--- config.mk ---
export PLATFORM = sky130hd
export DESIGN_NAME = sirq_router
export DESIGN_NICKNAME = d
export VERILOG_FILES = /design/src/rtl/sirq_pkg.sv /design/src/rtl/sirq_cfg_regs.sv /design/src/rtl/sirq_ready_track.sv /design/src/rtl/sirq_sticky.sv /design/src/rtl/sirq_router.sv
export SDC_FILE = /design/constraint.sdc
export NUM_CORES = 1
export LEC_CHECK = 0
export BUFFER_PORTS_ARGS = -buffer_cell sky130_fd_sc_hd__buf_4
export CORE_ASPECT_RATIO = 1.1
export CORE_MARGIN = 5
export CORE_UTILIZATION = 30
export DETAILED_ROUTE_END_ITERATION = 10
export HOLD_SLACK_MARGIN = 0.08
export SLEW_MARGIN = 10
export SYNTH_ARGS = -nofsm -noshare
export SYNTH_HDL_FRONTEND = slang
export SYNTH_SLANG_ARGS = --single-unit
export TNS_END_PERCENT = 100
--- constraint.sdc ---
create_clock -name clk -period 3.6 [get_ports clk]
set_input_delay 0.72 -clock clk [delete_from_list [all_inputs] [get_ports clk]]
set_output_delay 0.72 -clock clk [all_outputs]
set_load 0.01 [all_outputs]
--- src/rtl/sirq_pkg.sv ---
package sirq_pkg;

    typedef enum logic [1:0] {
        PAIR_LVL_PLS = 2'd0,
        PAIR_PLS_LVL = 2'd1,
        PAIR_SGL_DBL = 2'd2,
        PAIR_RSVD    = 2'd3
    } pair_e;

    typedef struct packed {
        logic  drdy_pin;
        logic  swap;
        pair_e pair;
    } route_cfg_t;

    localparam int ADDR_ROUTE = 0;
    localparam int ADDR_CLEAR = 1;
    localparam int ROUTE_W    = $bits(route_cfg_t);

    // returns {signal2 event, signal1 event}
    function automatic logic [1:0] pair_events(pair_e p, logic lvl, logic pls, logic dbl);
        case (p)
            PAIR_PLS_LVL: pair_events = {lvl, pls};
            PAIR_SGL_DBL: pair_events = {dbl, pls};
            default:      pair_events = {pls, lvl};
        endcase
    endfunction

    function automatic logic lvl_hold(pair_e p, logic [1:0] hold);
        case (p)
            PAIR_PLS_LVL: lvl_hold = hold[1];
            PAIR_SGL_DBL: lvl_hold = 1'b1;
            default:      lvl_hold = hold[0];
        endcase
    endfunction

    function automatic logic pls_hold(pair_e p, logic [1:0] hold);
        case (p)
            PAIR_PLS_LVL, PAIR_SGL_DBL: pls_hold = hold[0];
            default:                    pls_hold = hold[1];
        endcase
    endfunction

endpackage

--- src/rtl/sirq_cfg_regs.sv ---
module sirq_cfg_regs
    import sirq_pkg::*;
#(
    parameter int AW = 2,
    parameter int DW = 8
) (
    input  logic          clk,
    input  logic          rst,
    input  logic          we_i,
    input  logic [AW-1:0] addr_i,
    input  logic [DW-1:0] wdata_i,
    output route_cfg_t    route_o,
    output logic [1:0]    hold_o
);
    route_cfg_t route_q;
    logic [1:0] hold_q;

    always_ff @(posedge clk) begin
        if (rst) begin
            route_q <= '0;
            hold_q  <= '0;
        end else if (we_i) begin
            if (addr_i == AW'(ADDR_ROUTE))
                route_q <= route_cfg_t'(wdata_i[ROUTE_W-1:0]);
            if (addr_i == AW'(ADDR_CLEAR))
                hold_q <= wdata_i[1:0];
        end
    end

    assign route_o = route_q;
    assign hold_o  = hold_q;

    // writes elsewhere leave both registers alone
    a_r10_other_addr_ignored: assert property (@(posedge clk) disable iff (rst)
        (!we_i || (addr_i != AW'(ADDR_ROUTE) && addr_i != AW'(ADDR_CLEAR)))
        |=> ($stable(route_q) && $stable(hold_q)));
endmodule

--- src/rtl/sirq_ready_track.sv ---
module sirq_ready_track (
    input  logic clk,
    input  logic rst,
    input  logic new_i,
    input  logic ack_i,
    output logic drdy_o,
    output logic ovr_o
);
    logic drdy_q, ovr_q;

    always_ff @(posedge clk) begin
        if (rst) begin
            drdy_q <= 1'b0;
            ovr_q  <= 1'b0;
        end else begin
            if (new_i)      drdy_q <= 1'b1;
            else if (ack_i) drdy_q <= 1'b0;

            if (new_i && drdy_q && !ack_i) ovr_q <= 1'b1;
            else if (ack_i)                ovr_q <= 1'b0;
        end
    end

    assign drdy_o = drdy_q;
    assign ovr_o  = ovr_q;

    a_r1_new_sets_ready: assert property (@(posedge clk) disable iff (rst)
        new_i |=> drdy_q);
    a_r1_ack_clears_ready: assert property (@(posedge clk) disable iff (rst)
        (ack_i && !new_i) |=> (!drdy_q && !ovr_q));
    a_r2_overrun_needs_ready: assert property (@(posedge clk) disable iff (rst)
        ovr_q |-> drdy_q);
    a_r2_ack_clears_overrun: assert property (@(posedge clk) disable iff (rst)
        ack_i |=> !ovr_q);
endmodule

--- src/rtl/sirq_sticky.sv ---
module sirq_sticky #(
    parameter int W = 1
) (
    input  logic         clk,
    input  logic         rst,
    input  logic         hold_i,
    input  logic [W-1:0] set_i,
    output logic [W-1:0] q_o
);
    logic [W-1:0] q;

    always_ff @(posedge clk) begin
        if (rst || hold_i) q <= '0;
        else               q <= q | set_i;
    end

    assign q_o = q;

    a_r5_hold_forces_clear: assert property (@(posedge clk) disable iff (rst)
        hold_i |=> (q == '0));
    a_r5_bits_stay_set: assert property (@(posedge clk) disable iff (rst)
        !hold_i |=> ((q & $past(q)) == $past(q)));
    a_r6_event_captured: assert property (@(posedge clk) disable iff (rst)
        !hold_i |=> ((q & $past(set_i)) == $past(set_i)));
endmodule

--- src/rtl/sirq_router.sv ---
module sirq_router
    import sirq_pkg::*;
#(
    parameter int NAXIS = 3,
    parameter int AW    = 2,
    parameter int DW    = 8
) (
    input  logic               clk,
    input  logic               rst,
    input  logic               sample_new_i,
    input  logic               sample_ack_i,
    input  logic               trim_err_i,
    input  logic [NAXIS-1:0]   lvl_evt_i,
    input  logic [NAXIS-1:0]   pls_evt_i,
    input  logic               dbl_evt_i,
    input  logic               cfg_we_i,
    input  logic [AW-1:0]      cfg_addr_i,
    input  logic [DW-1:0]      cfg_wdata_i,
    output logic [DW-1:0]      status_o,
    output logic [2*NAXIS+1:0] src_o,
    output logic               irq_pin1_o,
    output logic               irq_pin2_o
);
    localparam int STAT_PAD = DW - 3;

    route_cfg_t       route;
    logic [1:0]       hold;
    logic             drdy, ovr;
    logic [1:0]       ev;
    logic [1:0]       irq_q;
    logic [NAXIS-1:0] lvl_q, pls_q;
    logic             sig_p1, sig_p2;

    sirq_cfg_regs #(.AW(AW), .DW(DW)) regs_i (
        .clk(clk), .rst(rst), .we_i(cfg_we_i), .addr_i(cfg_addr_i),
        .wdata_i(cfg_wdata_i), .route_o(route), .hold_o(hold)
    );

    sirq_ready_track ready_i (
        .clk(clk), .rst(rst), .new_i(sample_new_i), .ack_i(sample_ack_i),
        .drdy_o(drdy), .ovr_o(ovr)
    );

    assign ev = pair_events(route.pair, |lvl_evt_i, |pls_evt_i, dbl_evt_i);

    for (genvar g = 0; g < 2; g++) begin : g_irq
        sirq_sticky #(.W(1)) latch_i (
            .clk(clk), .rst(rst), .hold_i(hold[g]),
            .set_i(ev[g]), .q_o(irq_q[g])
        );
    end

    sirq_sticky #(.W(NAXIS)) lvl_src_i (
        .clk(clk), .rst(rst), .hold_i(lvl_hold(route.pair, hold)),
        .set_i(lvl_evt_i), .q_o(lvl_q)
    );

    sirq_sticky #(.W(NAXIS)) pls_src_i (
        .clk(clk), .rst(rst), .hold_i(pls_hold(route.pair, hold)),
        .set_i(pls_evt_i), .q_o(pls_q)
    );

    always_comb begin
        sig_p1     = route.swap ? irq_q[1] : irq_q[0];
        sig_p2     = route.swap ? irq_q[0] : irq_q[1];
        irq_pin1_o = route.drdy_pin ? drdy : sig_p1;
        irq_pin2_o = sig_p2;
    end

    assign status_o = {{STAT_PAD{1'b0}}, trim_err_i, ovr, drdy};
    assign src_o    = {lvl_q, pls_q, irq_q[1], irq_q[0]};

    // pin 2 always carries one of the two latches
    a_r7_pin2_from_latch: assert property (@(posedge clk) disable iff (rst)
        irq_pin2_o |-> (irq_q != 2'b00));
    // no pairing routes level to a latch under single/double
    a_r4_sgl_dbl_drops_level: assert property (@(posedge clk) disable iff (rst)
        (route.pair == PAIR_SGL_DBL && $stable(route) && hold == 2'b00 && lvl_q == '0)
        |=> (lvl_q == '0));
endmodule

After elaboration in Yosys (flattened, before gate mapping)
Cells that the tools add are included.

cells by class
  equal/unequal tests = 3
  muxes and demuxes = 9
  bitwise operators = 4
  reduce and logical (&&, ||, !) cells = 15

operators by type and width
  operator              count
  $mux W1               7
  $or A3 B3 Y3          2
  $reduce_or A3 Y1      2
  $eq A2 B1 Y1 const B  2
  $logic_or A1 B1 Y1    4
  $pmux W2 S2           1
  $reduce_and A2 Y1     2
  $reduce_bool A2 Y1    2
  $eq A2 B2 Y1 const B  1
  $logic_and A1 B1 Y1   2
  $logic_not A2 Y1      1
  $or A1 B1 Y1          2
  $pmux W1 S2           1
  $reduce_or A2 Y1      1
  $logic_not A1 Y1      1

word-level totals
  bits in registers = 16
  input bits = 23
  output and inout bits = 18
  word-level logic and storage cells = 41

Depth between registers and ports, before layout
Gate-level depths: netlist of run 1.

  depth after elaboration = 4
  mapped depth = 5
  depth with buffers taken out = 5

By module
A second synthesis of run 1 with hierarchy kept.

unflattened totals
  cell total of the unflattened synthesis = 85
  area total of the unflattened synthesis = 802.0 um^2

modules (own cells, without submodules)
  module                              instances  cells an instance  area each (um^2)  sequential area each (um^2)
  sirq_cfg_regs                       1          24                 269.0             120.1
  sirq_router                         1          30                 224.0             0.0
  sirq_sticky (lvl_src_i ...)         2          9                  86.3              60.1
  sirq_ready_track                    1          7                  68.8              40.0
  sirq_sticky (g_irq[0].latch_i ...)  2          3                  33.8              20.0

Worst setup path after synthesis of run 1
Ideal clock, no wire load.

  kind = in2out
  start point = input port trim_err_i
  end point = output port status_o[2]
  data arrival time = 839 ps
  data required time = 2,880 ps
  setup slack = 2,041 ps
  stages on the path = 1
  path buffers = 1
  cell sequence = buf_4

RTL lines
  what         RTL line           source
  from (decl)  sirq_router.sv:12  input logic trim_err_i,
  to (decl)    sirq_router.sv:19  output logic [DW-1:0] status_o,

No word-level cell between the ends.

Final worst setup path of run 1
  start point = register g_irq[1].latch_i.q
  end point = output port irq_pin1_o

on the way
  word-level cells in the longest chain between the ends = 2

ends and longest elaborated chain
  what                    RTL line           source
  from (decl)             sirq_sticky.sv:10  logic [W-1:0] q;
  from (signal assigned)  sirq_sticky.sv:14  else q <= q | set_i;
  $mux W1                 sirq_router.sv:64  sig_p1 = route.swap ? irq_q[1] : irq_q[0];
  $mux W1                 sirq_router.sv:66  irq_pin1_o = route.drdy_pin ? drdy : sig_p1;
  to (decl)               sirq_router.sv:21  output logic irq_pin1_o,

No other way between the ends.

==> results of run 1 <==
cell usage after synthesis:
| cell type | n |
|---|---|
| a2111oi_2 | 1 |
| a211oi_2 | 1 |
| a21oi_1 | 3 |
| and2_1 | 1 |
| buf_4 | 10 |
| clkbuf_1 | 1 |
| conb_1 | 1 |
| dfxtp_1 | 16 |
| ha_1 | 4 |
| inv_1 | 3 |
| mux2_2 | 1 |
| mux2i_1 | 7 |
| nand2_1 | 1 |
| nand2b_1 | 1 |
| nand3b_1 | 1 |
| nor2_1 | 12 |
| nor2b_1 | 1 |
| nor3_1 | 1 |
| nor3b_2 | 1 |
| nor4_1 | 5 |
| o21a_1 | 4 |
| o21ai_0 | 2 |
| o31a_1 | 1 |
| o31ai_1 | 1 |
| o32ai_1 | 1 |
final cells by class:
type / count / share of cell area (%)
Clock buffer: 3 / 2.27
Inverter: 3 / 1.13
Multi-Input combinational cell: 55 / 38.5
Sequential cell: 16 / 32.3
Tap cell: 31 / 3.91
Timing Repair Buffer: 29 / 21.9
cell families after synthesis:
kind of cell | share of synthesized area (%)
multiplexers | 10.5
adder cells (fa/ha/maj) | 6.44
AO/OA/AOI/OAI | 13.8
other | 0.483
buffers and inverters | 11.6
flip-flops | 41.2
AND/OR/NAND/NOR | 15.9
worst max-delay path by stage:
stage	start	to	slack, ns	cells past startpoint
3_5_place_dp	cfg_addr_i[1]	regs_i.route_o[0]$_SDFFE_PP0P_	1.93	4
4_1_cts	g_irq[1].latch_i.q_o$_SDFF_PP0_	irq_pin1_o	1.72	3
5_1_grt	g_irq[1].latch_i.q_o$_SDFF_PP0_	irq_pin1_o	1.68	3
6_report	g_irq[1].latch_i.q_o$_SDFF_PP0_	irq_pin1_o	1.73	3
3_3_place_gp	cfg_addr_i[1]	regs_i.route_o[2]$_SDFFE_PP0P_	1.93	4
2_1_floorplan	trim_err_i	status_o[2]	2.04	1
stage by stage:
stage / area, µm² / cells / util [%]
after floorplan: 792 / 85 / -
after global placement: 970 / 134 / 38.8
after detailed placement: 970 / 134 / 38.8
after CTS: 992 / 137 / 39.7
after global routing: 992 / 137 / 39.7
final: 992 / 137 / 39.7
power breakdown:
part	switching, W	internal (W)	total, W
Combinational	0.0000322	0.0000393	0.0000715
Sequential	0.00000885	0.000188	0.000197
Clock	0.0000537	0.0000388	0.0000925
flip-flops by register name, indices dropped and copies added (netlist names):
register           cells
g_irq.latch_i.q_o      2
lvl_src_i.q_o          3
pls_src_i.q_o          3
ready_i.drdy_o         1
ready_i.ovr_o          1
regs_i.hold_o          2
regs_i.route_o         4
layer usage:
| metal | share of wire (%) | GRT usage [%] | vias up | wire [µm] |
|---|---|---|---|---|
| li1 | - | - | 320 | - |
| met1 | 42 | 10.9 | 278 | 676 |
| met2 | 50 | 16.5 | 22 | 814 |
| met3 | 7.6 | 2.45 | 2 | 123 |
| met4 | 0.86 | 3.48 | 0 | 14 |
| met5 | 0 | 0 | - | 0 |
==> flow_metrics.env, run 1 <==
export IMPL_syn_to_final_growth_pct=27.7
export IMPL_worstPathMaxFanout=5
export IMPL_die_x_um=58.5
export IMPL_detailedPlace_worstSlack_ns=1.93
export IMPL_via_per_inst=4.54
export IMPL_drt_antenna_violating_nets=0
export IMPL_h_tree_depth=1
export IMPL_design_die_area_um2=3710
export IMPL_critical_path_buf_inv_count=1
export IMPL_p_leak_nw=0.435
export IMPL_status="completed"
export IMPL_timing_final_ws_setup_ns=1.73
export IMPL_cp_slowest_stage_delay_ns=0.44
export IMPL_via_count=622
export IMPL_min_delay_path_depth=1
export IMPL_setup_viol=0
export IMPL_grt_usage_pct=9.50
export IMPL_hpwl_um=1360
export IMPL_cp_arrival_ns=1.15
export IMPL_syn_inst=81
export IMPL_holdWs_ns=0.466
export IMPL_numCtsBuffers=3
export IMPL_grt_ovfl_total=0
export IMPL_boundaryPins=41
export IMPL_rrSetupSlack_ns=2.12
export IMPL_final_cell_mix="29 x buf_4, 16 x dfxtp_1, 12 x nor2_1"
export IMPL_fin_crit_ns=1.87
export IMPL_yosysUniqueCellTypes=25
export IMPL_dieHeight_um=63.4
export IMPL_multi_input_area_um2=382
export IMPL_cts_setup_buffers=0
export IMPL_final_hold_violation_count=0
export IMPL_power_w=0.000361
export IMPL_start_kind="flip-flop"
export IMPL_start_util_pct=31.1
export IMPL_max_cap_violations=0
export IMPL_grt_max_degree=15
export IMPL_layout_drive_gt1_share_pct=34.0
export IMPL_tns_ns=0
export IMPL_place_gp_congestion=0.684
export IMPL_cts_resized=0
export IMPL_core_um2=2500
export IMPL_initialDrtViolationCount=4
export IMPL_power_density_nw_per_um2=364
export IMPL_r2r_cells=5
export IMPL_cts_tree="yes"
export IMPL_io_buffer_count=29
export IMPL_cp_end_kind="output port"
export IMPL_yosysTopAreaCell="dfxtp_1"
export IMPL_fmax_mhz=534
export IMPL_cp_cell_sequence="mux2i_1 -> o21ai_0 -> buf_4"
export IMPL_timing_rr_end="pls_src_i.q_o[2]$_SDFF_PP0_"
export IMPL_root_buffer="clkbuf_4"
export IMPL_n_antenna_cell=0
export IMPL_fillers=265
export IMPL_hold_path_class="reg -> reg"
export IMPL_clockBufferDepth=2
export IMPL_cp_data_required_time_ns=2.88
export IMPL_detail_route_wl_per_cell_um=11.9
export IMPL_cts_clk_slew_worst_paths_ns=0.09
export IMPL_ys_warn_count=0
export IMPL_syn_avg_cell_area_um2=9.59
export IMPL_holdPathEnd="pls_src_i.q_o[2]$_SDFF_PP0_"
export IMPL_clkLatencyLatePin_ns=0.28
export IMPL_firstDrtPassIters=4
export IMPL_rsz0062_at_grt="no"
export IMPL_finClkSkew_ns=0.00553
export IMPL_wl_um=1630
export IMPL_synthTopCellsByArea="dfxtp_1 41%, buf_4 9.7%, mux2i_1 9.0%, ha_1 6.4%, nor2_1 5.8%"
export IMPL_r2r_start="regs_i.route_o[0]$_SDFFE_PP0P_"
export IMPL_final_common_cell="buf_4"
export IMPL_rows=19
export IMPL_ys_ff_latch=16
export IMPL_grt_pass1_wl_um=2760
export IMPL_path_class="reg -> out"
export IMPL_antenna_found_initial=0
export IMPL_first_global_vias=634
export IMPL_fin_crit_sh_pct=52.0
export IMPL_crit_slowest_cell="dfxtp_1"
export IMPL_ys_seq_area_share_pct=41.2
export IMPL_cts_sinks=16
export IMPL_hold_start="pls_src_i.q_o[2]$_SDFF_PP0_"
export IMPL_ir_drop_uv=242
export IMPL_fin_nets=135
export IMPL_cpLargestDelayFamily="flip-flops"
export IMPL_seq_area_um2=320
export IMPL_drc=0
export IMPL_cts_hold_buf=0
export IMPL_maxSlewViolCount=0
export IMPL_synth_top_area_share_pct=41.2
export IMPL_synth_area_um2=777
Note: power is estimated with default switching activity, not from simulation.
==> inputs of run 2 (changes only) <==
==> constraint.sdc (replaced) <==
create_clock -name clk -period 1.9 [get_ports clk]
set_input_delay 0.38 -clock clk [delete_from_list [all_inputs] [get_ports clk]]
set_output_delay 0.38 -clock clk [all_outputs]
set_load 0.01 [all_outputs]
==> flow_metrics.env, run 2 (synthesis results as in run 1) <==
export IMPL_setup_viol=0
export IMPL_start_kind="flip-flop"
export IMPL_cts_tree="yes"
export IMPL_holdWs_ns=0.255
export IMPL_cts_hold_buf=0
export IMPL_rows=19
export IMPL_hold_path_class="in -> reg"
export IMPL_place_gp_congestion=0.708
export IMPL_tns_ns=0
export IMPL_cts_clk_slew_worst_paths_ns=0.10
export IMPL_syn_to_final_growth_pct=29.5
export IMPL_max_cap_violations=0
export IMPL_grt_max_degree=15
export IMPL_cp_end_kind="output port"
export IMPL_fin_nets=135
export IMPL_via_per_inst=4.52
export IMPL_drc=0
export IMPL_cts_resized=0
export IMPL_detail_route_wl_per_cell_um=11.5
export IMPL_status="completed"
export IMPL_min_delay_path_depth=2
export IMPL_layout_drive_gt1_share_pct=34.6
export IMPL_r2r_cells=5
export IMPL_drt_antenna_violating_nets=0
export IMPL_root_buffer="clkbuf_4"
export IMPL_largest_register_ffs=4
export IMPL_worstPathMaxFanout=3
export IMPL_final_common_cell="buf_4"
export IMPL_wl_um=1590
export IMPL_cp_arrival_ns=1.16
export IMPL_maxSlewViolCount=0
export IMPL_core_um2=2500
export IMPL_grt_pass1_wl_um=2560
export IMPL_final_hold_violation_count=0
export IMPL_cts_setup_buffers=0
export IMPL_fin_crit_ns=1.54
export IMPL_rsz0062_at_grt="no"
export IMPL_fmax_mhz=649
export IMPL_first_global_vias=578
export IMPL_path_class="reg -> out"
export IMPL_h_tree_depth=1
export IMPL_via_count=624
export IMPL_dieHeight_um=63.4
export IMPL_initialDrtViolationCount=4
export IMPL_boundaryPins=41
export IMPL_grt_usage_pct=8.96
export IMPL_rrSetupSlack_ns=0.43
export IMPL_io_buffer_count=29
export IMPL_power_density_nw_per_um2=727
export IMPL_clockBufferDepth=2
export IMPL_numCtsBuffers=3
export IMPL_start_util_pct=31.1
export IMPL_firstDrtPassIters=2
export IMPL_n_antenna_cell=0
export IMPL_die_x_um=58.5
export IMPL_design_die_area_um2=3710
export IMPL_hpwl_um=1310
export IMPL_cts_sinks=16
export IMPL_clkLatencyLatePin_ns=0.29
export IMPL_finClkSkew_ns=0.00630
export IMPL_p_leak_nw=0.443
export IMPL_antenna_found_initial=0
export IMPL_final_cell_mix="29 x buf_4, 16 x dfxtp_1, 12 x nor2_1"
export IMPL_cp_data_required_time_ns=1.52
export IMPL_ir_drop_uv=456
export IMPL_fin_crit_sh_pct=81.0
export IMPL_grt_ovfl_total=0
run 2: final timing paths:
| kind | to | startpoint |
|---|---|---|
| setup reg to reg | pls_src_i.q_o[1]$_SDFF_PP0_ | regs_i.route_o[0]$_SDFFE_PP0P_ |
| setup / recovery | irq_pin2_o | regs_i.route_o[2]$_SDFFE_PP0P_ |
| hold / removal | ready_i.ovr_o$_SDFFE_PP0P_ | sample_ack_i |
| hold reg to reg | pls_src_i.q_o[2]$_SDFF_PP0_ | pls_src_i.q_o[2]$_SDFF_PP0_ |
run 2: per-stage QoR:
step                      instances  setup WS [ns]  power (W)  area (µm²)  util [%]
after floorplan                  85          0.585   0.000457         792         -
after CTS                       138          0.352   0.000744        1010      40.3
after global placement          134          0.468   0.000515         970      38.8
after detailed placement        134          0.445   0.000516         970      38.8
after global routing            138          0.279   0.000768        1010      40.3
final                           138          0.360   0.000732        1010      40.3
run 2: routing by layer:
metal  part of all wire, %  wire length, µm  global-route usage, %  up-vias
li1                      -                -                      -      319
met1                    44              693                   11.2      281
met2                    47              755                   13.8       20
met3                   6.7              107                   2.04        4
met4                   2.3               36                   5.22        0
met5                     0                0                      0        -
run 2: cell type report:
type                       instances  area (µm²)
fill                             264        1490
multi-input combinational         55         382
sequential                        16         320
timing repair buffer              29         218
tap                               31        38.8
clock buffer                       4        36.3
inverter                           3        11.3
run 2: worst max-delay path: stages, from the launching register on:
cell     delay, ns
dfxtp_1       0.39
mux2_2        0.34
buf_4         0.14
run 2: report_power, final:
part	switching [W]	internal (W)
Combinational	0.0000598	0.0000745
Clock	0.000108	0.000117
Sequential	0.0000166	0.000356
Total	0.000184	0.000547
